--- src/rtl/eep_twi_pkg.sv ---
package eep_twi_pkg;

    // Controller states of the serial slave engine
    typedef enum logic [3:0] {
        ST_IDLE,
        ST_DEVSEL,
        ST_DEV_ACK,
        ST_WADDR,
        ST_WADDR_ACK,
        ST_WDATA,
        ST_WDATA_ACK,
        ST_RDATA,
        ST_RD_ACK,
        ST_HOLD
    } ctl_state_e;

    localparam int BYTE_BITS = 8;

endpackage

--- src/rtl/eep_line_mon.sv ---
// Edge and bus-condition detector on the oversampled two-wire lines.
module eep_line_mon (
    input  logic clk,
    input  logic rst_n,
    input  logic scl_i,
    input  logic sda_i,
    output logic scl_rise,
    output logic scl_fall,
    output logic bus_start,
    output logic bus_stop
);

    logic scl_q;
    logic sda_q;

    always_ff @(posedge clk or negedge rst_n) begin
        if (!rst_n) begin
            scl_q <= 1'b1;
            sda_q <= 1'b1;
        end else begin
            scl_q <= scl_i;
            sda_q <= sda_i;
        end
    end

    assign scl_rise  = scl_i & ~scl_q;
    assign scl_fall  = ~scl_i & scl_q;
    // data moving while the clock is high marks a bus condition
    assign bus_start = scl_i & scl_q & sda_q & ~sda_i;
    assign bus_stop  = scl_i & scl_q & ~sda_q & sda_i;

endmodule

--- src/rtl/eep_page_buf.sv ---
// Page staging buffer: one byte register and one valid flag per slot.
module eep_page_buf #(
    parameter int PAGE_BYTES = 8,
    localparam int PW = $clog2(PAGE_BYTES)
) (
    input  logic          clk,
    input  logic          rst_n,
    input  logic          clr_i,
    input  logic          wr_i,
    input  logic [PW-1:0] wr_idx_i,
    input  logic [7:0]    wr_data_i,
    input  logic [PW-1:0] rd_idx_i,
    output logic [7:0]    rd_data_o,
    output logic          rd_vld_o
);

    logic [7:0]            slot_q [PAGE_BYTES];
    logic [PAGE_BYTES-1:0] vld_q;

    for (genvar g = 0; g < PAGE_BYTES; g++) begin : g_slot
        always_ff @(posedge clk or negedge rst_n) begin
            if (!rst_n) begin
                slot_q[g] <= 8'h00;
            end else if (wr_i && (wr_idx_i == PW'(g))) begin
                slot_q[g] <= wr_data_i;
            end
        end
    end

    always_ff @(posedge clk or negedge rst_n) begin
        if (!rst_n) begin
            vld_q <= '0;
        end else if (clr_i) begin
            vld_q <= '0;
        end else if (wr_i) begin
            vld_q[wr_idx_i] <= 1'b1;
        end
    end

    assign rd_data_o = slot_q[rd_idx_i];
    assign rd_vld_o  = vld_q[rd_idx_i];

endmodule

--- src/rtl/eep_prog_seq.sv ---
// Self-timed programming cycle: walks the page slots during the first
// cycles of the window, then waits out the remaining time.
module eep_prog_seq #(
    parameter int AW         = 8,
    parameter int PAGE_BYTES = 8,
    parameter int TWR_CYC    = 2_500_000,
    localparam int PW = $clog2(PAGE_BYTES),
    localparam int BW = AW - PW,
    localparam int TW = $clog2(TWR_CYC + 1)
) (
    input  logic          clk,
    input  logic          rst_n,
    input  logic          go_i,
    input  logic [BW-1:0] base_i,
    input  logic          slot_vld_i,
    output logic [PW-1:0] slot_idx_o,
    output logic [AW-1:0] waddr_o,
    output logic          we_o,
    output logic          busy_o,
    output logic          done_o
);

    localparam logic [TW-1:0] LAST_CYC  = TW'(TWR_CYC - 1);
    localparam logic [TW-1:0] SLOT_SPAN = TW'(PAGE_BYTES);

    logic [TW-1:0] tmr_q;
    logic [BW-1:0] base_q;
    logic          busy_q;

    always_ff @(posedge clk or negedge rst_n) begin
        if (!rst_n) begin
            busy_q <= 1'b0;
            tmr_q  <= '0;
            base_q <= '0;
        end else if (!busy_q) begin
            if (go_i) begin
                busy_q <= 1'b1;
                tmr_q  <= '0;
                base_q <= base_i;
            end
        end else begin
            tmr_q <= tmr_q + TW'(1);
            if (tmr_q == LAST_CYC) begin
                busy_q <= 1'b0;
            end
        end
    end

    assign slot_idx_o = tmr_q[PW-1:0];
    assign waddr_o    = {base_q, tmr_q[PW-1:0]};
    assign we_o       = busy_q && (tmr_q < SLOT_SPAN) && slot_vld_i;
    assign busy_o     = busy_q;
    assign done_o     = busy_q && (tmr_q == LAST_CYC);

endmodule

--- src/rtl/eep_twi_slave.sv ---
// Two-wire slave front end for a paged byte memory.
module eep_twi_slave
    import eep_twi_pkg::*;
#(
    parameter int          MEM_BYTES  = 256,
    parameter int          PAGE_BYTES = 8,
    parameter logic [6:0]  DEV_ADDR   = 7'h50,
    parameter int          TWR_CYC    = 2_500_000
) (
    input  logic                         clk,
    input  logic                         rst_n,
    input  logic                         scl_i,
    input  logic                         sda_i,
    output logic                         sda_pull_o,
    output logic [$clog2(MEM_BYTES)-1:0] mem_addr_o,
    output logic [7:0]                   mem_wdata_o,
    output logic                         mem_we_o,
    input  logic [7:0]                   mem_rdata_i,
    output logic                         busy_o
);

    localparam int AW = $clog2(MEM_BYTES);
    localparam int PW = $clog2(PAGE_BYTES);
    localparam int BW = AW - PW;

    ctl_state_e state, nstate;

    logic          scl_rise, scl_fall, bus_start, bus_stop;
    logic [2:0]    bit_cnt;
    logic [7:0]    rx_sr, tx_sr;
    logic [7:0]    rx_byte;
    logic [1:0]    ph;
    logic          rd_mode;
    logic          got_data;
    logic [AW-1:0] ptr;
    logic          shift_st, byte_done, tx_done, dev_hit;
    logic          buf_wr, buf_clr, load_tx, prog_go;
    logic          busy_w, prog_done, prog_we, slot_vld;
    logic [PW-1:0] slot_idx;
    logic [AW-1:0] prog_addr;
    logic [7:0]    slot_data;

    eep_line_mon u_line (
        .clk       (clk),
        .rst_n     (rst_n),
        .scl_i     (scl_i),
        .sda_i     (sda_i),
        .scl_rise  (scl_rise),
        .scl_fall  (scl_fall),
        .bus_start (bus_start),
        .bus_stop  (bus_stop)
    );

    eep_page_buf #(.PAGE_BYTES(PAGE_BYTES)) u_page (
        .clk       (clk),
        .rst_n     (rst_n),
        .clr_i     (buf_clr),
        .wr_i      (buf_wr),
        .wr_idx_i  (ptr[PW-1:0]),
        .wr_data_i (rx_byte),
        .rd_idx_i  (slot_idx),
        .rd_data_o (slot_data),
        .rd_vld_o  (slot_vld)
    );

    eep_prog_seq #(
        .AW         (AW),
        .PAGE_BYTES (PAGE_BYTES),
        .TWR_CYC    (TWR_CYC)
    ) u_prog (
        .clk        (clk),
        .rst_n      (rst_n),
        .go_i       (prog_go),
        .base_i     (ptr[AW-1:PW]),
        .slot_vld_i (slot_vld),
        .slot_idx_o (slot_idx),
        .waddr_o    (prog_addr),
        .we_o       (prog_we),
        .busy_o     (busy_w),
        .done_o     (prog_done)
    );

    // ---------------- decode helpers ----------------
    assign shift_st  = (state == ST_DEVSEL) || (state == ST_WADDR) || (state == ST_WDATA);
    assign rx_byte   = {rx_sr[6:0], sda_i};
    assign byte_done = shift_st && scl_rise && (bit_cnt == 3'd7);
    assign tx_done   = (state == ST_RDATA) && scl_rise && (bit_cnt == 3'd7);
    assign dev_hit   = (rx_byte[7:1] == DEV_ADDR) && !busy_w;

    assign buf_wr    = (state == ST_WDATA) && byte_done && !bus_start && !bus_stop;
    assign buf_clr   = ((state == ST_WADDR) && byte_done) || prog_done;
    // a STOP right after a data-byte boundary sees exactly one clock rise
    assign prog_go   = bus_stop && (state == ST_WDATA) && (bit_cnt == 3'd1) && got_data;
    assign load_tx   = (nstate == ST_RDATA) && (state != ST_RDATA);

    // ---------------- state register ----------------
    always_ff @(posedge clk or negedge rst_n) begin
        if (!rst_n) begin
            state <= ST_IDLE;
        end else begin
            state <= nstate;
        end
    end

    // ---------------- next state ----------------
    always_comb begin
        nstate = state;
        if (bus_stop) begin
            nstate = ST_IDLE;
        end else if (bus_start) begin
            nstate = ST_DEVSEL;
        end else begin
            unique case (state)
                ST_IDLE:      nstate = ST_IDLE;
                ST_DEVSEL:    if (byte_done) nstate = dev_hit ? ST_DEV_ACK : ST_HOLD;
                ST_DEV_ACK:   if (scl_fall && ph == 2'd1) nstate = rd_mode ? ST_RDATA : ST_WADDR;
                ST_WADDR:     if (byte_done) nstate = ST_WADDR_ACK;
                ST_WADDR_ACK: if (scl_fall && ph == 2'd1) nstate = ST_WDATA;
                ST_WDATA:     if (byte_done) nstate = ST_WDATA_ACK;
                ST_WDATA_ACK: if (scl_fall && ph == 2'd1) nstate = ST_WDATA;
                ST_RDATA:     if (tx_done) nstate = ST_RD_ACK;
                ST_RD_ACK: begin
                    if (scl_rise && ph == 2'd1 && sda_i) nstate = ST_HOLD;
                    else if (scl_fall && ph == 2'd2)     nstate = ST_RDATA;
                end
                ST_HOLD:      nstate = ST_HOLD;
                default:      nstate = ST_IDLE;
            endcase
        end
    end

    // ---------------- datapath registers ----------------
    always_ff @(posedge clk or negedge rst_n) begin
        if (!rst_n) begin
            bit_cnt  <= '0;
            rx_sr    <= '0;
            tx_sr    <= 8'hFF;
            ph       <= '0;
            rd_mode  <= 1'b0;
            got_data <= 1'b0;
            ptr      <= '0;
        end else begin
            if (bus_start || bus_stop) begin
                bit_cnt <= '0;
            end else begin
                if (shift_st && scl_rise) begin
                    rx_sr   <= rx_byte;
                    bit_cnt <= bit_cnt + 3'd1;
                end
                if (state == ST_RDATA) begin
                    if (scl_rise) bit_cnt <= bit_cnt + 3'd1;
                    if (scl_fall) tx_sr <= {tx_sr[6:0], 1'b1};
                end
                if (state == ST_DEVSEL && byte_done) begin
                    rd_mode <= rx_byte[0];
                end
                if (state == ST_WADDR && byte_done) begin
                    ptr      <= rx_byte[AW-1:0];
                    got_data <= 1'b0;
                end
                if (buf_wr) begin
                    ptr      <= {ptr[AW-1:PW], ptr[PW-1:0] + PW'(1)};
                    got_data <= 1'b1;
                end
                if (tx_done) begin
                    ptr <= ptr + AW'(1);
                end
                if (load_tx) begin
                    tx_sr <= mem_rdata_i;
                end
            end

            // phase within acknowledge bits
            if (nstate != state) begin
                ph <= '0;
            end else if (state == ST_DEV_ACK || state == ST_WADDR_ACK || state == ST_WDATA_ACK) begin
                if (scl_fall) ph <= ph + 2'd1;
            end else if (state == ST_RD_ACK) begin
                if (scl_fall && ph == 2'd0)                 ph <= 2'd1;
                else if (scl_rise && ph == 2'd1 && !sda_i)  ph <= 2'd2;
            end
        end
    end

    // ---------------- outputs ----------------
    always_comb begin
        sda_pull_o = 1'b0;
        unique case (state)
            ST_DEV_ACK, ST_WADDR_ACK, ST_WDATA_ACK: sda_pull_o = (ph == 2'd1);
            ST_RDATA:   sda_pull_o = ~tx_sr[7];
            ST_RD_ACK:  sda_pull_o = (ph == 2'd0) ? ~tx_sr[7] : 1'b0;
            default:    sda_pull_o = 1'b0;
        endcase
    end

    assign mem_addr_o  = busy_w ? prog_addr : ptr;
    assign mem_wdata_o = slot_data;
    assign mem_we_o    = prog_we;
    assign busy_o      = busy_w;

endmodule

--- config.mk ---
export PLATFORM = sky130hd
export DESIGN_NAME = eep_twi_slave
export DESIGN_NICKNAME = d
export VERILOG_FILES = /design/src/rtl/eep_twi_pkg.sv /design/src/rtl/eep_line_mon.sv /design/src/rtl/eep_page_buf.sv /design/src/rtl/eep_prog_seq.sv /design/src/rtl/eep_twi_slave.sv
export SDC_FILE = /design/constraint.sdc
export NUM_CORES = 1
export LEC_CHECK = 0
export BUFFER_PORTS_ARGS = -buffer_cell sky130_fd_sc_hd__buf_2
export CAP_MARGIN = 0
export CORE_MARGIN = 3
export CORE_UTILIZATION = 45
export DETAILED_ROUTE_END_ITERATION = 7
export GPL_ROUTABILITY_DRIVEN = 0
export SLEW_MARGIN = 20
export SYNTH_ARGS = -nofsm -noshare
export SYNTH_HDL_FRONTEND = slang
export SYNTH_SLANG_ARGS = --single-unit
--- constraint.sdc ---
create_clock -name clk -period 5.3 [get_ports clk]
set_input_delay 0.265 -clock clk [delete_from_list [all_inputs] [get_ports clk]]
set_output_delay 0.265 -clock clk [all_outputs]
set_load 0.05 [all_outputs]
======== Yosys cells after proc, flatten, opt, wreduce, memory -nomap -nowiden ========
Index checks and enable logic that the tools add are counted.
Widths: inputs -> output; s select.
word-level totals
  output and inout port bits .............. 19
  bits of input ports ..................... 12
  logic and storage cells ................. 187
  flip-flop bits (word level) ............. 136
operators by class
  bitwise gates (word level) .............. 16
  equal/unequal tests ..................... 27
  $lt $le $gt $ge ......................... 5
  reduce and logical (&&, ||, !) cells .... 63
  multiplexer cells ....................... 48
  add/subtract/negate cells ............... 5
operators by type and width
  kind                   count
  $mux 8                 11
  $mux 22                2
  $mux 4                 11
  $logic_and 1x1->1      32
  $pmux 4 s8             1
  $bmux 8 s3             1
  $add 22x1->22 const B  1
  $eq 22x22->1 const B   1
  $lt 22x4->1 const B    1
  $eq 4x3->1 const B     5
  $eq 3x3->1 const B     5
  $mux 3                 5
  $mux 2                 6
  $reduce_bool 2->1      6
  $reduce_and 2->1       5
  $reduce_and 3->1       3
  $add 8x1->8 const B    1
  $eq 4x2->1 const B     2
  $eq 4x4->1 const B     2
  $lt 3x4->1 const B     2
  $mux 1                 8
  $or 8x8->8             1
  $and 1x1->1            7
  $eq 7x7->1 const B     1
  26 further kinds       44

======== Depth between registers and ports, before layout ========
Gate-level depths: netlist of run 1.
  word-level depth ........................ 13
  depth in mapped cells ................... 9
  gate-level depth less buffers ........... 7

======== Hierarchy ========
From an unflattened synthesis of run 1, not the netlist that was laid out.
unflattened totals
  cell total of the unflattened synthesis .. 602
  area, all modules ....................... 7257.0 um^2
modules (own cells, without submodules)
  module         cells an instance  area each (um^2)  instances  sequential area each (um^2)
  eep_page_buf   195                3335.7            1          1801.7
  eep_twi_slave  259                2374.8            1          860.8
  eep_prog_seq   142                1461.4            1          700.7
  eep_line_mon   6                  85.1              1          52.6

======== Worst setup path before layout of run 1 ========
No wires, ideal clock.
  path kind ............................... flip-flop to output port
  start ................................... register u_prog.busy_q, in the netlist u_prog.busy_o
  end ..................................... output mem_addr_o[0]
  buffers on the path ..................... 2
  cell stages (with the launch flop) ...... 4
  slack ................................... 2.964 ns
  data required time ...................... 5.035 ns
  arrival ................................. 2.071 ns
  path through ............................ dfrtp_1 buf_6 clkbuf_1 o21ai_0
on the way
  word-level cells in the longest chain between the ends .. 1
ends and longest elaborated chain
  what                    RTL line              text
  start, declared         eep_prog_seq.sv:28    logic busy_q;
  start signal, assigned  eep_prog_seq.sv:32    busy_q <= 1'b0;
  start signal, assigned  eep_prog_seq.sv:37    busy_q <= 1'b1;
  start signal, assigned  eep_prog_seq.sv:44    busy_q <= 1'b0;
  $mux 8                  eep_twi_slave.sv:196  assign mem_addr_o = busy_w ? prog_addr : ptr;
  end, declared           eep_twi_slave.sv:15   output logic [$clog2(MEM_BYTES)-1:0] mem_addr_o,
No other way between the ends.

======== Final worst setup path of run 1 ========
  start ................................... register u_prog.tmr_q[1]
  end ..................................... register u_prog.tmr_q[16]
on the way
  word-level cells in the longest chain between the ends .. 2
ends and longest elaborated chain
  what                    RTL line            text
  start, declared         eep_prog_seq.sv:26  logic [TW-1:0] tmr_q;
  start signal, assigned  eep_prog_seq.sv:42  tmr_q <= tmr_q + TW'(1);
  $add 22x1->22           eep_prog_seq.sv:42
  $mux 22                 eep_prog_seq.sv:35  end else if (!busy_q) begin
No other way between the ends.
A chain may end at the register's enable or synchronous reset.

==> results of run 1 <==
[flip-flops by register name (all words and copies together), names as in the netlist]
name           cells
u_prog.tmr_q      22
u_page.slot_q     64
u_line.sda_q       1
u_line.scl_q       1
bit_cnt            3
got_data           1
u_prog.busy_o      1
ptr                8
state              4
tx_sr              8
u_page.vld_q       8
ph                 2
rx_sr              7
u_prog.base_q      5
rd_mode            1
[layer usage]
metal,up-vias,track usage (%)
met5,-,0
met4,0,5.78
met3,16,4.48
met2,105,29.9
met1,2439,25.1
li1,2295,-
[per-stage QoR]
step / hold WS [ps] / utilization [%] / worst slack (ps) / total power (uW) / instances
3_3_place_gp: 359 / 47.8 / 2630 / 1290 / 822
5_1_grt: 33.4 / 51.7 / 2280 / 2560 / 855
2_1_floorplan: -30.6 / - / 2960 / 1230 / 616
6_report: 40.9 / 51.7 / 2560 / 2450 / 855
4_1_cts: 24.5 / 51.7 / 2550 / 2480 / 855
3_5_place_dp: 372 / 47.8 / 2590 / 1300 / 822
[synthesized netlist by cell type (all sizes together), types with 2 or more instances]
| master | number | area (um^2) |
|---|---|---|
| o41ai | 2 | 17.5 |
| nand4 | 10 | 62.6 |
| dfrtp | 126 | 3150 |
| and4 | 3 | 26.3 |
| o211ai | 4 | 30.0 |
| a311oi | 4 | 41.3 |
| nand2 | 75 | 294 |
| dfstp | 10 | 263 |
| or3 | 2 | 12.5 |
| and4bb | 2 | 25.0 |
| mux2 | 81 | 912 |
| and4b | 2 | 20.0 |
| mux4 | 18 | 405 |
| or4 | 2 | 18.8 |
| a211oi | 5 | 37.5 |
| o31ai | 3 | 22.5 |
| nor2 | 40 | 158 |
| nand3 | 24 | 163 |
| o21ai | 25 | 125 |
| ha | 13 | 163 |
| nand4b | 5 | 43.8 |
| buf | 20 | 130 |
| and3 | 9 | 56.3 |
| nand2b | 2 | 12.5 |
| mux2i | 16 | 160 |
| nand4bb | 2 | 27.5 |
| inv | 8 | 30.0 |
| or2 | 3 | 18.8 |
| a31oi | 6 | 37.5 |
| xor2 | 4 | 35.0 |
| clkbuf | 17 | 63.8 |
| nor2b | 7 | 43.8 |
| a21oi | 23 | 115 |
| nor3 | 13 | 80.1 |
| nor4 | 8 | 77.6 |
| nand3b | 5 | 37.5 |
[worst register-to-register path: cells and delay by family (launching register included)]
kind / cells / cell delay (ps)
simple gates: 4 / 1090
flops: 1 / 1040
fa+ha+maj: 1 / 360
mux: 1 / 180
[cell usage in the layout, fill, tap and decap left out, types with 13 or more instances in the layout]
cell / count
a21oi_1: 23
buf_2: 29
clkbuf_16: 17
dfrtp_1: 126
ha_1: 13
mux2_1: 38
mux2_2: 43
mux2i_1: 16
mux4_2: 18
nand2_1: 70
nand3_1: 20
nor2_1: 39
o21ai_0: 20
[path summary, 6_finish.rpt]
check / to / slack [ps] / cells past startpoint / from
worst max-delay path: u_prog.tmr_q[16]$_DFFE_PN0P_ / 2560 / 6 / u_prog.tmr_q[1]$_DFFE_PN0P_
worst min register to register: u_prog.base_q[2]$_DFFE_PN0P_ / 470 / 2 / u_prog.base_q[2]$_DFFE_PN0P_
max in group asynchronous: u_prog.base_q[2]$_DFFE_PN0P_ / 3570 / 3 / rst_n
worst min-delay path: tx_sr[7]$_DFFE_PN1P_ / 40 / 3 / mem_rdata_i[7]
worst max register to register: u_prog.tmr_q[16]$_DFFE_PN0P_ / 2560 / 6 / u_prog.tmr_q[1]$_DFFE_PN0P_
min in group asynchronous: ph[1]$_DFFE_PN0P_ / 450 / 2 / rst_n
[cells by family after synthesis]
group	synth area share (%)
xor+xnor	0.619
buf+inv	3.16
fa+ha+maj	2.30
simple gates	17.1
flops	48.3
mux	20.9
compound gates	7.65
[layout make-up]
class                      count  area, um^2  area share, %
tap                          211         264           3.33
multi-input combinational    435        3440           43.5
clock buffer                  19         443           5.59
clock inverter                13         144           1.82
sequential                   136        3420           43.1
inverter                       8        30.0          0.379
timing repair buffer          33         181           2.29
[power groups by stage]
stage,registers (uW),clock network [uW],logic [uW]
final,1160,1170,113
after global routing,1170,1250,133
after CTS,1160,1200,117
after detailed placement,1180,0,116
after global placement,1180,0,113
after floorplan,1110,0,123
[timing repair]
item,4_1_cts,5_1_grt
endpoints found under the hold margin,72,0
hold buffers,1,0
endpoints found under the setup margin,0,0
==> flow_summary_export.csv, run 1 <==
group,metric,value,unit
setup_path,critical_path.top_delay_family,"simple AND/OR/NAND/NOR gates",
placement,place_area,7320,um^2
route,wl_met3,526,um
floorplan,dieArea,17300,um^2
timing,slew_headroom,29.5,%
synth,synth-async-reset-ratio,100,%
timing,slew_viol_final,0,
global_route,grt_antenna_before_repair,0,
setup_path,cp_data_arrival_time,3080,ps
outcome,status,"complete, no violations",
synth,synth_cell_types,70,
power_and_ir_drop,p_sw,623,uW
placement,dp_hpwl,10.1,mm
timing,max_freq,365,MHz
cts,cts_tree,"built",
layout,final.fill_count,1372,
setup_path,cp_max_fo,23,
route,wl_met1,7.16,mm
timing,fin_worst_skew,9.83,ps
global_route,first_global_vias,4963,
route,firstDrtPassIters,5,
timing,hold_viol,0,
layout,nets,656,
timing,worst_pin_slew,1060,ps
worst_hold_path,min_path_type,"input port to flip-flop",
power_and_ir_drop,p_sw_share,25.4,%
power_and_ir_drop,vdd_drop_max,268,uV
floorplan,die_h,131,um
timing,finalCritPeriodShare,51.6,%
job,cap_violations,0,
floorplan,die_w,131,um
route,via_count,4855,
floorplan,rows,45,
layout,fin_area,7920,um^2
route,viasPerCell,5.68,
synth,yosysWarnings,0,
synth,syn_area,7080,um^2
synth,synth_edf_count,0,
global_route,grt_overflow,0,
synth,syn_avg_cell_area,11.5,um^2
timing,finalSetupTns,0,ps
power_and_ir_drop,power.leakage,0.00365,uW
synth,synth_seq_cells,136,
layout,antenna_cells,0,
global_route,grt_max_degree,84,
synth,synth_nets,641,
power_and_ir_drop,internal_power,1830,uW
layout,syn_to_final_growth,11.9,%
global_route,grt_pass1_wl,26.0,mm
floorplan,start_util,46.2,%
route,drc,0,
setup_path,cp-start-kind,"flip-flop",
setup_path,cpPeakStageDelay,1040,ps
synth,syn_inst,616,
cts,clkLatencyLatePin,420,ps
route,routedWlPerCell,17.9,um
synth,ys.flop_type,"dfrtp_1",
power_and_ir_drop,seqPwrFrac,47.5,%
floorplan,core,15300,um^2
cts,clock-sinks,136,
route,ant_nets,0,
setup_path,required,5640,ps
cts,numCtsBuffers,17,
route,routed.top_layer,"met4",
synth,ys_seq_area_share,48.3,%
cts,cts_resized,0,
global_route,track_usage,18.6,%
setup_path,criticalPathCategory,"flip-flop to flip-flop",
timing,setup_violations,0,
setup_path,slowest_stage,"dfrtp_1",
cts,clockBufferDepth,2,
route,met2_length,7.41,mm
power_and_ir_drop,pwr_density_cell,309,nW/um^2
timing,grt_setup_unrepaired,"no",
setup_path,cp-end-kind,"flip-flop",
power_and_ir_drop,combPwrFrac,4.6,%
layout,drive_gt1_share,24.4,%
route,drt-total-wl,15.3,mm
floorplan,ios,31,
cts,cts_root_buf,"clkbuf_16",
cts,path_clk_slew,60,ps
cts,cts_max_level,4,
cts,cts_setup_buffers,0,
setup_path,critPathBufInv,0,
route,drtIter0Drc,325,
setup_path,crit_chain,"ha_1, nand3_1, nor3_1, and4_1, and3_1, mux2i_1",
power_and_ir_drop,pwr-share-clk,47.9,%
timing,period_needed,2740,ps
placement,io_buffers,30,
(Power assumes the default switching activity.)
==> run 2, diff against run 1 <==
Clock period 5.3 ns to 2.7 ns, I/O delays scaled along.
==> run 2 against run 1 <==
Sequential power grew 95%. Worst hold slack gained 250 ps. Flip-flop and latch count is the same. Via count grew 1.6%.
==> flow_summary_export.csv, run 2 (synthesis gave the netlist of run 1 again) <==
group,metric,value,unit
timing,worst_pin_slew,904,ps
floorplan,ios,31,
cts,numCtsBuffers,17,
layout,most-common-layout-cells,"dfrtp_1, nand2_1, mux2_2",
setup_path,r2r_slack,430,ps
timing,period_needed,2450,ps
timing,slew_headroom,39.4,%
layout,drive_gt1_share,24.9,%
layout,syn_to_final_growth,14.2,%
power_and_ir_drop,seqPwrFrac,47.9,%
timing,slew_viol_final,0,
route,drtIter0Drc,294,
layout,largest_reg_flops,64,
route,viasPerCell,5.63,
floorplan,start_util,46.2,%
power_and_ir_drop,internal_power,3510,uW
job,cap_violations,0,
route,firstDrtPassIters,4,
setup_path,cp-end-kind,"primary output",
layout,largest-register,"u_page.slot_q",
power_and_ir_drop,pwr_density_cell,584,nW/um^2
floorplan,die_h,131,um
layout,fin_cells,877,
setup_path,criticalPathCategory,"flip-flop to primary output",
placement,io_buffers,30,
timing,hold_viol,0,
placement,dp.cells,834,
cts,clockBufferDepth,2,
route,via_count,4934,
setup_path,cp-start-kind,"flip-flop",
setup_path,required,2570,ps
route,drt-total-wl,15.6,mm
timing,fin_worst_skew,8.83,ps
route,ant_nets,0,
global_route,first_global_vias,5024,
global_route,grt_pass1_wl,26.5,mm
floorplan,rows,45,
placement,dp_hpwl,10.5,mm
setup_path,cp_data_arrival_time,2320,ps
setup_path,cp_max_fo,19,
worst_hold_path,min_path_type,"input port to asynchronous set/reset pin",
floorplan,die_w,131,um
route,drc,0,
layout,final.fill_count,1328,
floorplan,core,15300,um^2
setup_path,crit_start,"u_prog.tmr_q[0]$_DFFE_PN0P_",
power_and_ir_drop,p_sw_share,25.7,%
timing,finalSetupTns,0,ps
global_route,track_usage,19.2,%
global_route,grt_max_degree,63,
setup_path,r2r_start,"state[3]$_DFF_PN0_",
timing,max_freq,407,MHz
cts,cts_max_level,4,
cts,cts_resized,0,
cts,clkLatencyLatePin,420,ps
cts,cts_tree,"built",
timing,grt_setup_unrepaired,"no",
power_and_ir_drop,combPwrFrac,5.9,%
layout,top_regs,"u_page.slot_q (64), u_prog.tmr_q (22)",
global_route,grt_antenna_before_repair,0,
floorplan,dieArea,17300,um^2
cts,cts_root_buf,"clkbuf_16",
global_route,grt_overflow,0,
layout,final_common_cell,"dfrtp_1",
outcome,status,"complete, no violations",
cts,path_clk_slew,60,ps
route,routedWlPerCell,17.8,um
cts,clock-sinks,136,
power_and_ir_drop,pwr-share-clk,46.2,%
power_and_ir_drop,power.leakage,0.00374,uW
layout,nets,678,
layout,antenna_cells,0,
timing,setup_violations,0,
power_and_ir_drop,p_sw,1210,uW
power_and_ir_drop,vdd_drop_max,436,uV
timing,finalCritPeriodShare,90.9,%
-- run 2: cell types whose count changed in the layout (fill, tap and decap cells not counted), moves of 2 or more --
cell           before  now
dlygate4sd3_1       1   11
buf_4               2   13
clkinv_4            4    2
clkbuf_1            1    3
-- run 2: timing repair --
| action | in CTS | in global routing |
|---|---|---|
| hold buffers | 11 | 0 |
| endpoints found under the hold margin | 61 | 0 |
| buffers inserted | 0 | 0 |
-- run 2: metal layers --
layer	wire (um)	track usage, %	vias to the layer above
met5	0	0	-
met4	290	6.65	0
met3	484	4.36	22
met2	7500	30.1	90
met1	7350	26.4	2481
li1	-	-	2341
-- run 2: metrics by stage --
step	power, uW	utilization (%)	cell area [um^2]	setup WS, ps	hold slack (ps)
floorplan	2410	-	7080	494	-161
global placement	2550	48.5	7420	489	159
detailed placement	2560	48.5	7420	433	170
CTS	4770	52.8	8080	160	307
global route	4920	52.8	8080	83.6	326
finish	4720	52.8	8080	246	286
-- run 2: cell type report --
type,instances,area [um^2],area share [%]
clock buffer,21,450,5.57
clock inverter,11,100,1.24
inverter,8,30.0,0.371
multi-input combinational,435,3440,42.5
sequential,136,3420,42.3
tap,211,264,3.27
timing repair buffer,55,384,4.75
-- run 2: critical path, stage by stage (launching register included) --
cell	delay (ps)
dfrtp_1	440
buf_4	390
mux4_2	570
mux2_2	280
buf_2	210
-- run 2: path summary, 6_finish.rpt --
kind,end,depth (start not counted)
max in group asynchronous,u_page.slot_q[48]$_DFFE_PN0P_,3
setup / recovery,mem_wdata_o[4],4
hold / removal,state[2]$_DFF_PN0_,2
hold reg to reg,u_prog.base_q[1]$_DFFE_PN0P_,2
min in group clk,tx_sr[2]$_DFFE_PN1P_,4
setup reg to reg,ph[0]$_DFFE_PN0P_,6
-- run 2: power by group through the flow --
| stage | clock network (uW) | registers (uW) | logic (uW) |
|---|---|---|---|
| after floorplan | 0 | 2170 | 241 |
| after global placement | 0 | 2290 | 261 |
| after detailed placement | 0 | 2290 | 268 |
| after CTS | 2230 | 2260 | 282 |
| after global routing | 2330 | 2280 | 321 |
| final | 2180 | 2260 | 277 |
